### config.mk
export PLATFORM = sky130hd
export DESIGN_NAME = pwr_state_ctl
export DESIGN_NICKNAME = d
export VERILOG_FILES = /design/src/rtl/pwr_state_pkg.sv /design/src/rtl/pwr_tick_gen.sv /design/src/rtl/pwr_idle_timer.sv /design/src/rtl/pwr_activity_mon.sv /design/src/rtl/pwr_state_ctl.sv
export SDC_FILE = /design/constraint.sdc
export NUM_CORES = 1
export LEC_CHECK = 0
export ABC_AREA = 1
export BUFFER_PORTS_ARGS = -buffer_cell sky130_fd_sc_hd__buf_2
export CORE_ASPECT_RATIO = 0.9
export CORE_MARGIN = 1
export CORE_UTILIZATION = 56
export DETAILED_ROUTE_END_ITERATION = 10
export PLACE_DENSITY = 0.86
export SKIP_CTS_REPAIR_TIMING = 1
export SKIP_LAST_GASP = 1
export SLEW_MARGIN = 0
export SYNTH_ARGS = -nofsm -noshare
export SYNTH_HDL_FRONTEND = slang
export SYNTH_SLANG_ARGS = --single-unit
### constraint.sdc
create_clock -name clk -period 2.5 [get_ports clk]
set_input_delay 0 -clock clk [delete_from_list [all_inputs] [get_ports clk]]
set_output_delay 0 -clock clk [all_outputs]
set_load 0.1 [all_outputs]
### src/rtl/pwr_state_pkg.sv
package pwr_state_pkg;

   typedef enum logic [1:0] {
      PS_ON    = 2'd0,
      PS_DOZE  = 2'd1,
      PS_SLEEP = 2'd2
   } pstate_e;

   // two software-placed windows; register map below assumes this count
   localparam int NGRP = 2;
   // six device windows, one fixed window, then the software windows
   localparam int NSRC = 7 + NGRP;

   localparam int SRC_FIXED = 6;
   localparam int SRC_GRP0  = 7;

   localparam logic [3:0] RA_DOZE_TO  = 4'd0;
   localparam logic [3:0] RA_SLEEP_TO = 4'd1;
   localparam logic [3:0] RA_BL_TO    = 4'd2;
   localparam logic [3:0] RA_PIN_LVL  = 4'd3;
   localparam logic [3:0] RA_GRP_A    = 4'd4;
   localparam logic [3:0] RA_GRP_B    = 4'd5;
   localparam logic [3:0] RA_GRP_WIDE = 4'd6;
   localparam logic [3:0] RA_MON_EN   = 4'd7;
   localparam logic [3:0] RA_STATUS   = 4'd8;

   localparam logic [8:0] PIN_LVL_RST = 9'b100_010_001;

endpackage

### src/rtl/pwr_tick_gen.sv
module pwr_tick_gen #(
   parameter int DIV = 1024
) (
   input  logic clk,
   input  logic rst_n,
   output logic tick
);

   if (DIV < 1) begin : g_bad_div
      $error("pwr_tick_gen: DIV must be at least 1");
   end

   if (DIV == 1) begin : g_pass
      assign tick = 1'b1;
   end else begin : g_div
      localparam int CW = $clog2(DIV);
      localparam logic [CW-1:0] LAST = CW'(DIV - 1);
      logic [CW-1:0] cnt_q;

      always_ff @(posedge clk or negedge rst_n) begin
         if (!rst_n) begin
            cnt_q <= '0;
         end else if (cnt_q == LAST) begin
            cnt_q <= '0;
         end else begin
            cnt_q <= cnt_q + 1'b1;
         end
      end

      assign tick = (cnt_q == LAST);
   end

endmodule

### src/rtl/pwr_idle_timer.sv
module pwr_idle_timer #(
   parameter int W = 12
) (
   input  logic         clk,
   input  logic         rst_n,
   input  logic         tick,
   input  logic         run,
   input  logic         clr,
   input  logic [W-1:0] limit,
   output logic         expired
);

   if (W < 2) begin : g_bad_w
      $error("pwr_idle_timer: W must be at least 2");
   end

   logic [W-1:0] cnt_q;
   logic         exp_q;
   logic         armed;

   assign armed = run && tick && (limit != '0);

   always_ff @(posedge clk or negedge rst_n) begin
      if (!rst_n) begin
         cnt_q <= '0;
         exp_q <= 1'b0;
      end else if (clr) begin
         cnt_q <= '0;
         exp_q <= 1'b0;
      end else if (armed) begin
         // >= so a limit lowered below the running count still fires
         if (cnt_q >= limit - 1'b1) begin
            cnt_q <= '0;
            exp_q <= 1'b1;
         end else begin
            cnt_q <= cnt_q + 1'b1;
            exp_q <= 1'b0;
         end
      end else begin
         exp_q <= 1'b0;
      end
   end

   assign expired = exp_q;

endmodule

### src/rtl/pwr_activity_mon.sv
module pwr_activity_mon
   import pwr_state_pkg::*;
#(
   parameter int          AW         = 16,
   parameter logic [15:0] FIXED_BASE = 16'h0170
) (
   input  logic                     clk,
   input  logic                     rst_n,
   input  logic                     io_valid,
   input  logic [AW-1:0]            io_addr,
   input  logic [NGRP-1:0][AW-1:0]  grp_base,
   input  logic [NGRP-1:0]          grp_wide,
   input  logic [NSRC-1:0]          src_en,
   output logic                     activity
);

   if (AW < 10 || AW > 16) begin : g_bad_aw
      $error("pwr_activity_mon: AW must lie in 10..16");
   end

   logic [NSRC-1:0] hit;
   logic            act_q;

   // byte-granular compare helper: equal above bit 'lo'
   function automatic logic win(input logic [AW-1:0] a, input logic [AW-1:0] b,
                                input int lo);
      return ((a ^ b) >> lo) == '0;
   endfunction

   assign hit[0] = (io_addr >= AW'(16'h03B0)) && (io_addr <= AW'(16'h03DF));
   assign hit[1] = win(io_addr, AW'(16'h01F0), 3);
   assign hit[2] = win(io_addr, AW'(16'h03F0), 3);
   assign hit[3] = win(io_addr, AW'(16'h03F8), 3) || win(io_addr, AW'(16'h02F8), 3);
   assign hit[4] = (io_addr == AW'(16'h0060)) || (io_addr == AW'(16'h0064));
   assign hit[5] = win(io_addr, AW'(16'h0378), 3);
   assign hit[SRC_FIXED] = win(io_addr, AW'(FIXED_BASE), 3);

   for (genvar g = 0; g < NGRP; g++) begin : g_grp
      logic [AW-1:0] keep;
      assign keep = grp_wide[g] ? ~AW'(16'h000F) : ~AW'(16'h0007);
      assign hit[SRC_GRP0 + g] = ((io_addr ^ grp_base[g]) & keep) == '0;
   end

   always_ff @(posedge clk or negedge rst_n) begin
      if (!rst_n) begin
         act_q <= 1'b0;
      end else begin
         act_q <= io_valid && |(hit & src_en);
      end
   end

   assign activity = act_q;

endmodule

### src/rtl/pwr_state_ctl.sv
module pwr_state_ctl
   import pwr_state_pkg::*;
#(
   parameter int          DW         = 16,
   parameter int          AW         = 16,
   parameter int          TMR_W      = 12,
   parameter int          TICK_DIV   = 1024,
   parameter logic [15:0] FIXED_BASE = 16'h0170
) (
   input  logic          clk,
   input  logic          rst_n,
   input  logic          reg_we,
   input  logic [3:0]    reg_addr,
   input  logic [DW-1:0] reg_wdata,
   output logic [DW-1:0] reg_rdata,
   input  logic          io_valid,
   input  logic [AW-1:0] io_addr,
   input  logic          btn_wake,
   input  logic          rtc_alarm,
   input  logic          ac_present,
   input  logic          bat_low,
   input  logic          bat_crit,
   output logic [2:0]    state_pins,
   output logic          backlight_on,
   output logic [1:0]    batt_warn
);

   if (TMR_W > DW || AW > DW || DW < NSRC) begin : g_bad_width
      $error("pwr_state_ctl: TMR_W and AW must fit DW, DW must hold the enable mask");
   end

   logic [TMR_W-1:0]          doze_to, sleep_to, bl_to;
   logic [8:0]                pin_lvl;
   logic [NGRP-1:0][AW-1:0]   grp_base;
   logic [NGRP-1:0]           grp_wide;
   logic [NSRC-1:0]           mon_en;

   pstate_e state_q, state_d;
   logic    bl_on_q;
   logic    tick, act_pulse, wake;
   logic    doze_exp, sleep_exp, bl_exp;

   assign wake = btn_wake | rtc_alarm;

   // ---------------- register port ----------------
   always_ff @(posedge clk or negedge rst_n) begin
      if (!rst_n) begin
         doze_to  <= '0;
         sleep_to <= '0;
         bl_to    <= '0;
         pin_lvl  <= PIN_LVL_RST;
         grp_base <= '0;
         grp_wide <= '0;
         mon_en   <= '1;
      end else if (reg_we) begin
         case (reg_addr)
            RA_DOZE_TO:  doze_to     <= reg_wdata[TMR_W-1:0];
            RA_SLEEP_TO: sleep_to    <= reg_wdata[TMR_W-1:0];
            RA_BL_TO:    bl_to       <= reg_wdata[TMR_W-1:0];
            RA_PIN_LVL:  pin_lvl     <= reg_wdata[8:0];
            RA_GRP_A:    grp_base[0] <= reg_wdata[AW-1:0];
            RA_GRP_B:    grp_base[1] <= reg_wdata[AW-1:0];
            RA_GRP_WIDE: grp_wide    <= reg_wdata[NGRP-1:0];
            RA_MON_EN:   mon_en      <= reg_wdata[NSRC-1:0];
            default: ;
         endcase
      end
   end

   always_comb begin
      case (reg_addr)
         RA_DOZE_TO:  reg_rdata = DW'(doze_to);
         RA_SLEEP_TO: reg_rdata = DW'(sleep_to);
         RA_BL_TO:    reg_rdata = DW'(bl_to);
         RA_PIN_LVL:  reg_rdata = DW'(pin_lvl);
         RA_GRP_A:    reg_rdata = DW'(grp_base[0]);
         RA_GRP_B:    reg_rdata = DW'(grp_base[1]);
         RA_GRP_WIDE: reg_rdata = DW'(grp_wide);
         RA_MON_EN:   reg_rdata = DW'(mon_en);
         RA_STATUS:   reg_rdata = DW'({bl_on_q, 2'(state_q)});
         default:     reg_rdata = '0;
      endcase
   end

   // ---------------- timebase, monitor, timers ----------------
   pwr_tick_gen #(.DIV(TICK_DIV)) u_tick (
      .clk(clk), .rst_n(rst_n), .tick(tick)
   );

   pwr_activity_mon #(.AW(AW), .FIXED_BASE(FIXED_BASE)) u_mon (
      .clk(clk), .rst_n(rst_n), .io_valid(io_valid), .io_addr(io_addr),
      .grp_base(grp_base), .grp_wide(grp_wide), .src_en(mon_en),
      .activity(act_pulse)
   );

   logic restart;
   assign restart = act_pulse | wake | ac_present;

   pwr_idle_timer #(.W(TMR_W)) u_doze_tmr (
      .clk(clk), .rst_n(rst_n), .tick(tick),
      .run(state_q == PS_ON), .clr(restart || state_q != PS_ON),
      .limit(doze_to), .expired(doze_exp)
   );

   pwr_idle_timer #(.W(TMR_W)) u_sleep_tmr (
      .clk(clk), .rst_n(rst_n), .tick(tick),
      .run(state_q == PS_DOZE), .clr(restart || state_q != PS_DOZE),
      .limit(sleep_to), .expired(sleep_exp)
   );

   pwr_idle_timer #(.W(TMR_W)) u_bl_tmr (
      .clk(clk), .rst_n(rst_n), .tick(tick),
      .run(bl_on_q), .clr(restart),
      .limit(bl_to), .expired(bl_exp)
   );

   // ---------------- state ladder ----------------
   always_comb begin
      state_d = state_q;
      if (ac_present) begin
         state_d = PS_ON;
      end else begin
         case (state_q)
            PS_ON:    if (!act_pulse && !wake && doze_exp) state_d = PS_DOZE;
            PS_DOZE:  if (act_pulse || wake)               state_d = PS_ON;
                      else if (sleep_exp)                  state_d = PS_SLEEP;
            PS_SLEEP: if (wake)                            state_d = PS_ON;
            default:                                       state_d = PS_ON;
         endcase
      end
   end

   always_ff @(posedge clk or negedge rst_n) begin
      if (!rst_n) begin
         state_q <= PS_ON;
         bl_on_q <= 1'b1;
      end else begin
         state_q <= state_d;
         if (restart)     bl_on_q <= 1'b1;
         else if (bl_exp) bl_on_q <= 1'b0;
      end
   end

   // ---------------- outputs ----------------
   always_comb begin
      case (state_q)
         PS_DOZE:  state_pins = pin_lvl[5:3];
         PS_SLEEP: state_pins = pin_lvl[8:6];
         default:  state_pins = pin_lvl[2:0];
      endcase
   end

   assign backlight_on = bl_on_q;
   assign batt_warn    = bat_crit ? 2'b10 : (bat_low ? 2'b01 : 2'b00);

endmodule

Word level (Yosys, flattened, before mapping)
Index checks and enable logic that the tools add are counted.
{ "classes": {"eq_ne": 17, "n_mux": 33, "n_bitwise": 14, "n_addsub": 7, "n_reduce_logical": 45, "n_lt_le_gt_ge": 5} }
{ "op_table": {"columns": ["op", "n"], "rows": [
  ["$pmux W16 S9", 1],
  ["$logic_not A16 Y1", 8],
  ["$mux W12", 9],
  ["$add A12 B1 Y12 const B", 3],
  ["$ge A12 B12 Y1", 3],
  ["$reduce_bool A12 Y1", 3],
  ["$sub A12 B1 Y12 const B", 3],
  ["$and A16 B16 Y16", 2],
  ["$eq A16 B7 Y1 const B", 2],
  ["$xor A16 B16 Y16", 2],
  ["$not A6 Y6", 3],
  ["$eq A4 B3 Y1 const B", 4],
  ["$ge A16 B10 Y1 const B", 1],
  ["$le A16 B10 Y1 const B", 1],
  ["$reduce_and A2 Y1", 8],
  ["$mux W1", 12],
  ["$mux W2", 6],
  ["$add A10 B1 Y10 const B", 1],
  ["$eq A10 B10 Y1 const B", 1],
  ["$logic_and A1 B1 Y1", 10],
  ["$mux W10", 1],
  ["$reduce_bool A2 Y1", 5],
  ["$and A9 B9 Y9", 1],
  ["$reduce_or A9 Y1", 1],
  ["other kinds (20)", 30]
]} }
{ "totals": {"register_bits": 141, "inputBits": 45, "out_inout_bits": 22} }

Logic depth before layout (Yosys ltp)
{ "logic_depth": {"ltp_word": 7, "ltp_mapped": 17, "depth_no_buf": 17} }

By module
Synthesis repeated with hierarchy kept, for this count alone.
{ "unflattened": {"cells_unflattened": 1375, "area_unflattened_um2": 9678.0} }
{ "modules_own_cells": {"columns": ["mod", "area_each_um2", "cells_each", "n_inst"], "rows": [
  ["pwr_state_ctl", 4481.8, 554, 1],
  ["pwr_idle_timer (u_bl_tmr ...)", 1328.8, 197, 2],
  ["pwr_idle_timer (u_doze_tmr)", 1341.3, 201, 1],
  ["pwr_activity_mon", 698.2, 167, 1],
  ["pwr_tick_gen", 499.2, 59, 1]
]} }

Least setup slack after synthesis
Ideal clock, no wire load.
{ "synth_timing": {"path_kind": "reg2out", "from": "register doze_to[3]", "to": "output port reg_rdata[3]", "arrival_ps": 2563, "path_buffers": 0, "path_stages_with_launch": 3, "path_slack_ps": -63, "cell_sequence": "dfrtp_1 > inv_1 > o21ai_0"} }
{ "synth_via": {"elab_chain_len": 1} }
{ "synth_lines": {"columns": ["element", "line", "rtl"], "rows": [
  ["start, declared", "pwr_state_ctl.sv:32", "logic [TMR_W-1:0] doze_to, sleep_to, bl_to;"],
  ["start signal, assigned", "pwr_state_ctl.sv:57", "RA_DOZE_TO: doze_to <= reg_wdata[TMR_W-1:0];"],
  ["$pmux W16 S9", "pwr_state_ctl.sv:71", "case (reg_addr)"],
  ["end, declared", "pwr_state_ctl.sv:15", "output logic [DW-1:0] reg_rdata,"]
]} }
Every way passes these cells.

Final worst setup path
{ "layout_timing": {"from": "register doze_to[6]", "to": "register u_doze_tmr.cnt_q[9]"} }
{ "layout_via": {"elab_chain_len": 5} }
{ "layout_lines": {"columns": ["element", "line", "rtl"], "rows": [
  ["$sub A12 B1 Y12", "pwr_idle_timer.sv:32", "if (cnt_q >= limit - 1'b1) begin"],
  ["$ge A12 B12 Y1", "pwr_idle_timer.sv:32", null],
  ["$mux W12", "pwr_idle_timer.sv:32", null],
  ["$mux W12", "pwr_idle_timer.sv:30", "end else if (armed) begin"],
  ["$mux W12", "pwr_idle_timer.sv:27", "end else if (clr) begin"],
  ["end signal, assigned", "pwr_idle_timer.sv:36", "cnt_q <= cnt_q + 1'b1;"],
  ["end, declared", "pwr_idle_timer.sv:17", "logic [W-1:0] cnt_q;"]
]} }
Parallel ways exist; a longest one is shown, timed or not. The select of a mux whose other input is x is not followed.
A chain may end at the register's enable or synchronous reset.

==> flow_metrics.py <==
metrics = {
    "clocking": {
        "cts.sinks": 141,
        "cts_made_buffers": 17,
        "cts_max_path_buffers": 2,
        "htree_num_levels": 4,
        "cts_root_buf": "clkbuf_16",
        "cts_tree": "yes",
        "cts.clk_slew.worst_paths_ns": 0.07,
        "clock_latency_ns": 0.44,
    },
    "setup_path": {
        "slowest_delay_ns": 0.42,
        "crit_path_end_kind": "flop",
        "cp.arrival_ns": 3.01,
        "worst_path_max_delay_cell": "dfrtp_1",
        "crit_fanout": 5,
        "cp.required_ns": 2.83,
        "critPathKind": "flop to flop",
        "start_kind": "flop",
        "cp_cell_sequence": "nor2_1, nand3_1, nor2_2, nand2_2, nor3_4, xor2_1, inv_1, ha_4, nand2_4, nor2_4, and2_4, nand2_2, nand4_1, buf_6, nor2_2, nand3_1, nand2_1",
    },
    "sta": {
        "max_slew_margin_pct": 49.65,
        "setup_viol": 22,
        "final.period_utilization_pct": 107.5,
        "setup_tns_ns": -1.941,
        "hold-worst-slack_ns": -0.01764,
        "finalHoldViolCount": 3,
        "skew_ns": 0.01265,
        "report.final.slew_viol_count": 0,
        "grt_setup_unrepaired": "yes",
        "setup_slack_ns": -0.1866,
        "worst_pin_slew_ns": 0.7553,
        "max_freq_mhz": 372.2,
        "fin_crit_ns": 2.687,
    },
    "placed_design": {
        "place.detailed.hpwl_mm": 18.43,
        "routabilityCongestion": 1.028,
        "port-buffer-count": 65,
        "placed_cell_area_sq_um": 10160,
    },
    "global_routing": {
        "grt_pass1_wl_mm": 41.88,
        "grt_usage_pct": 31.00,
        "grt_max_degree": 78,
        "grt_pass1_vias": 8407,
        "grt_overflow": 0,
        "antenna_found_initial": 0,
    },
    "floorplan": {
        "core_sq_um": 16240,
        "initial_utilization_pct": 57.50,
        "fp.dieH_microns": 124.5,
        "die_area_sq_um": 17200,
        "die_w_microns": 138.1,
        "io_pins": 67,
        "rows": 44,
    },
    "power_and_ir_drop": {
        "pwr-share-comb_pct": 34.3,
        "cellLeakagePower_uw": 0.005900,
        "clkPwrFrac_pct": 31.1,
        "power_switching_uw": 3255,
        "power_density_nw_per_um2": 746.1,
        "intPower_uw": 5159,
        "seqPwrFrac_pct": 34.6,
        "design_power_total_uw": 8414,
        "sw_frac_of_total_pct": 38.68,
        "irDropWorstVdd_v": 0.0005811,
    },
    "drt": {
        "firstDrtPassIters": 9,
        "avgViaCountPerCell": 5.685,
        "vias": 9324,
        "wl_per_cell_microns": 16.51,
        "drc": 2,
        "drt_first_iter_violations": 1006,
        "totalWireLength_mm": 27.08,
        "drtAntennaViolNets": 0,
    },
    "finish": {
        "fin_area_sq_um": 11280,
        "fillers": 1219,
        "drive_gt1_share_pct": 20.80,
        "syn_to_final_growth_pct": 20.77,
        "nets": 1515,
        "diodes": 0,
        "fin_util_pct": 69.44,
    },
    "yosys": {
        "async_flop_share_pct": 100.0,
        "synth_area_sq_um": 9338,
        "yosys-top-cells-count": "nand2_1, inv_1, dfrtp_1",
        "ys_seq_area_share_pct": 37.96,
        "synth-edff-count": 0,
        "synth_seq_cells": 141,
        "synth_top_area_cell": "dfrtp_1",
        "ys_warn_count": 0,
        "syn_inst": 1292,
        "synthDistinctLibCells": 45,
        "synth.most_common_cell": "nand2_1",
        "syn-num-nets": 1387,
        "yosys-top-cells-area": "dfrtp_1, nand2_1, ha_1, inv_1, xor2_1",
        "ys.flop_type": "dfrtp_1",
        "avgSynthCellArea_sq_um": 7.227,
        "synth.top_cell.area_share_pct": 34.30,
    },
    "status": {
        "outcome": "finished with violations",
        "violations": "design-rule violations, negative hold slack, negative setup slack",
    },
    "run": {
        "cap_violations": 0,
    },
    "hold_path": {
        "hp-class": "primary input to flop",
    },
}
## cells by family (layout without fill, tap and decap cells)
kind of cell	Yosys count	in the layout	synth area share, %
adders and majority gates	50	50	6.700
DFF	141	141	37.96
AOI/OAI and AO/OA	166	166	9.581
and+or+nand+nor	667	667	31.13
xor gates and xnor gates	63	63	5.909
buffers and inverters	205	346	8.723
## sequential cells by signal, indices dropped and copies added, names as in the netlist, 2 cells and up
signal	cells
u_tick.g_div.cnt_q	10
pin_lvl	9
grp_wide	2
bl_to	12
u_bl_tmr.cnt_q	12
grp_base	32
u_sleep_tmr.cnt_q	12
u_doze_tmr.cnt_q	12
state_q	2
doze_to	12
mon_en	9
sleep_to	12
## worst paths after layout
check | startpoint | end | slack [ns] | depth (start not counted)
max | doze_to[6] | u_doze_tmr.cnt_q[9] | -0.19 | 17
min | reg_wdata[11] | grp_base[11] | -0.02 | 3
max reg2reg | doze_to[6] | u_doze_tmr.cnt_q[9] | -0.19 | 17
min reg2reg | u_bl_tmr.expired | backlight_on | 0.40 | 1
max in group asynchronous | rst_n | bl_to[6] | 1.57 | 3
min in group asynchronous | rst_n | u_sleep_tmr.cnt_q[6] | 0.17 | 2
## critical path, delay by kind of cell (launching register included)
kind / cells / cell delay [ns]
XOR/XNOR: 1 / 0.18
flip-flops: 1 / 0.42
adder cells (fa/ha/maj): 1 / 0.29
buffers and inverters: 2 / 0.26
AND/OR/NAND/NOR: 13 / 1.42
## power groups by stage
stage	Sequential, uW	Clock [uW]	Combinational, uW
finish	2910	2620	2890
global placement	2900	0	2470
global route	2940	2730	3140
floorplan	2850	0	1830
detailed placement	2910	0	2550
CTS	2880	2620	2600
## cell usage in the layout, fill, tap and decap left out, types with 10 or more instances in the layout
cell | synthesis | final
o22ai_1 | 13 | 13
dfstp_2 | 13 | 13
nand2_2 | 18 | 27
xnor2_1 | 12 | 12
buf_2 | 12 | 64
nand3_2 | 2 | 14
inv_2 | 15 | 20
nor2_1 | 114 | 84
nand2_1 | 377 | 366
ha_1 | 50 | 46
xor2_1 | 51 | 50
nor2_2 | 8 | 30
o21ai_0 | 56 | 51
nor2_4 | 5 | 13
dlygate4sd3_1 | 0 | 10
inv_1 | 165 | 160
dfrtp_1 | 128 | 126
nand3_1 | 85 | 73
o21ai_1 | 59 | 64
buf_4 | 1 | 50
clkbuf_16 | 0 | 17
nand4_1 | 23 | 23
nor3_1 | 20 | 14
a21oi_1 | 21 | 20
## metal layers
metal / global-route usage, % / wire length, microns / vias up
met2: 49.91 / 12930 / 486
met5: 0 / 0 / -
met1: 39.83 / 10930 / 4343
met3: 7.843 / 2270 / 104
li1: - / - / 4391
met4: 12.95 / 941 / 0
## area by class of cell
type / instances / area [sq um] / area share (%)
clock inverters: 13 / 163.9 / 1.453
inverters: 181 / 681.9 / 6.047
clock buffers: 19 / 432.9 / 3.839
well taps: 207 / 259.0 / 2.297
multi-input cells: 946 / 5286 / 46.88
repair buffers: 133 / 905.9 / 8.033
flip-flops and latches: 141 / 3547 / 31.45
## per-stage QoR
step | setup WS (ns) | instances
finish | -0.1866 | 1640
global route | -0.3045 | 1640
CTS | -0.1384 | 1619
detailed placement | -0.09714 | 1587
global placement | 0.009212 | 1587
floorplan | 0.09192 | 1292
Power figures use the tool's default switching activity.
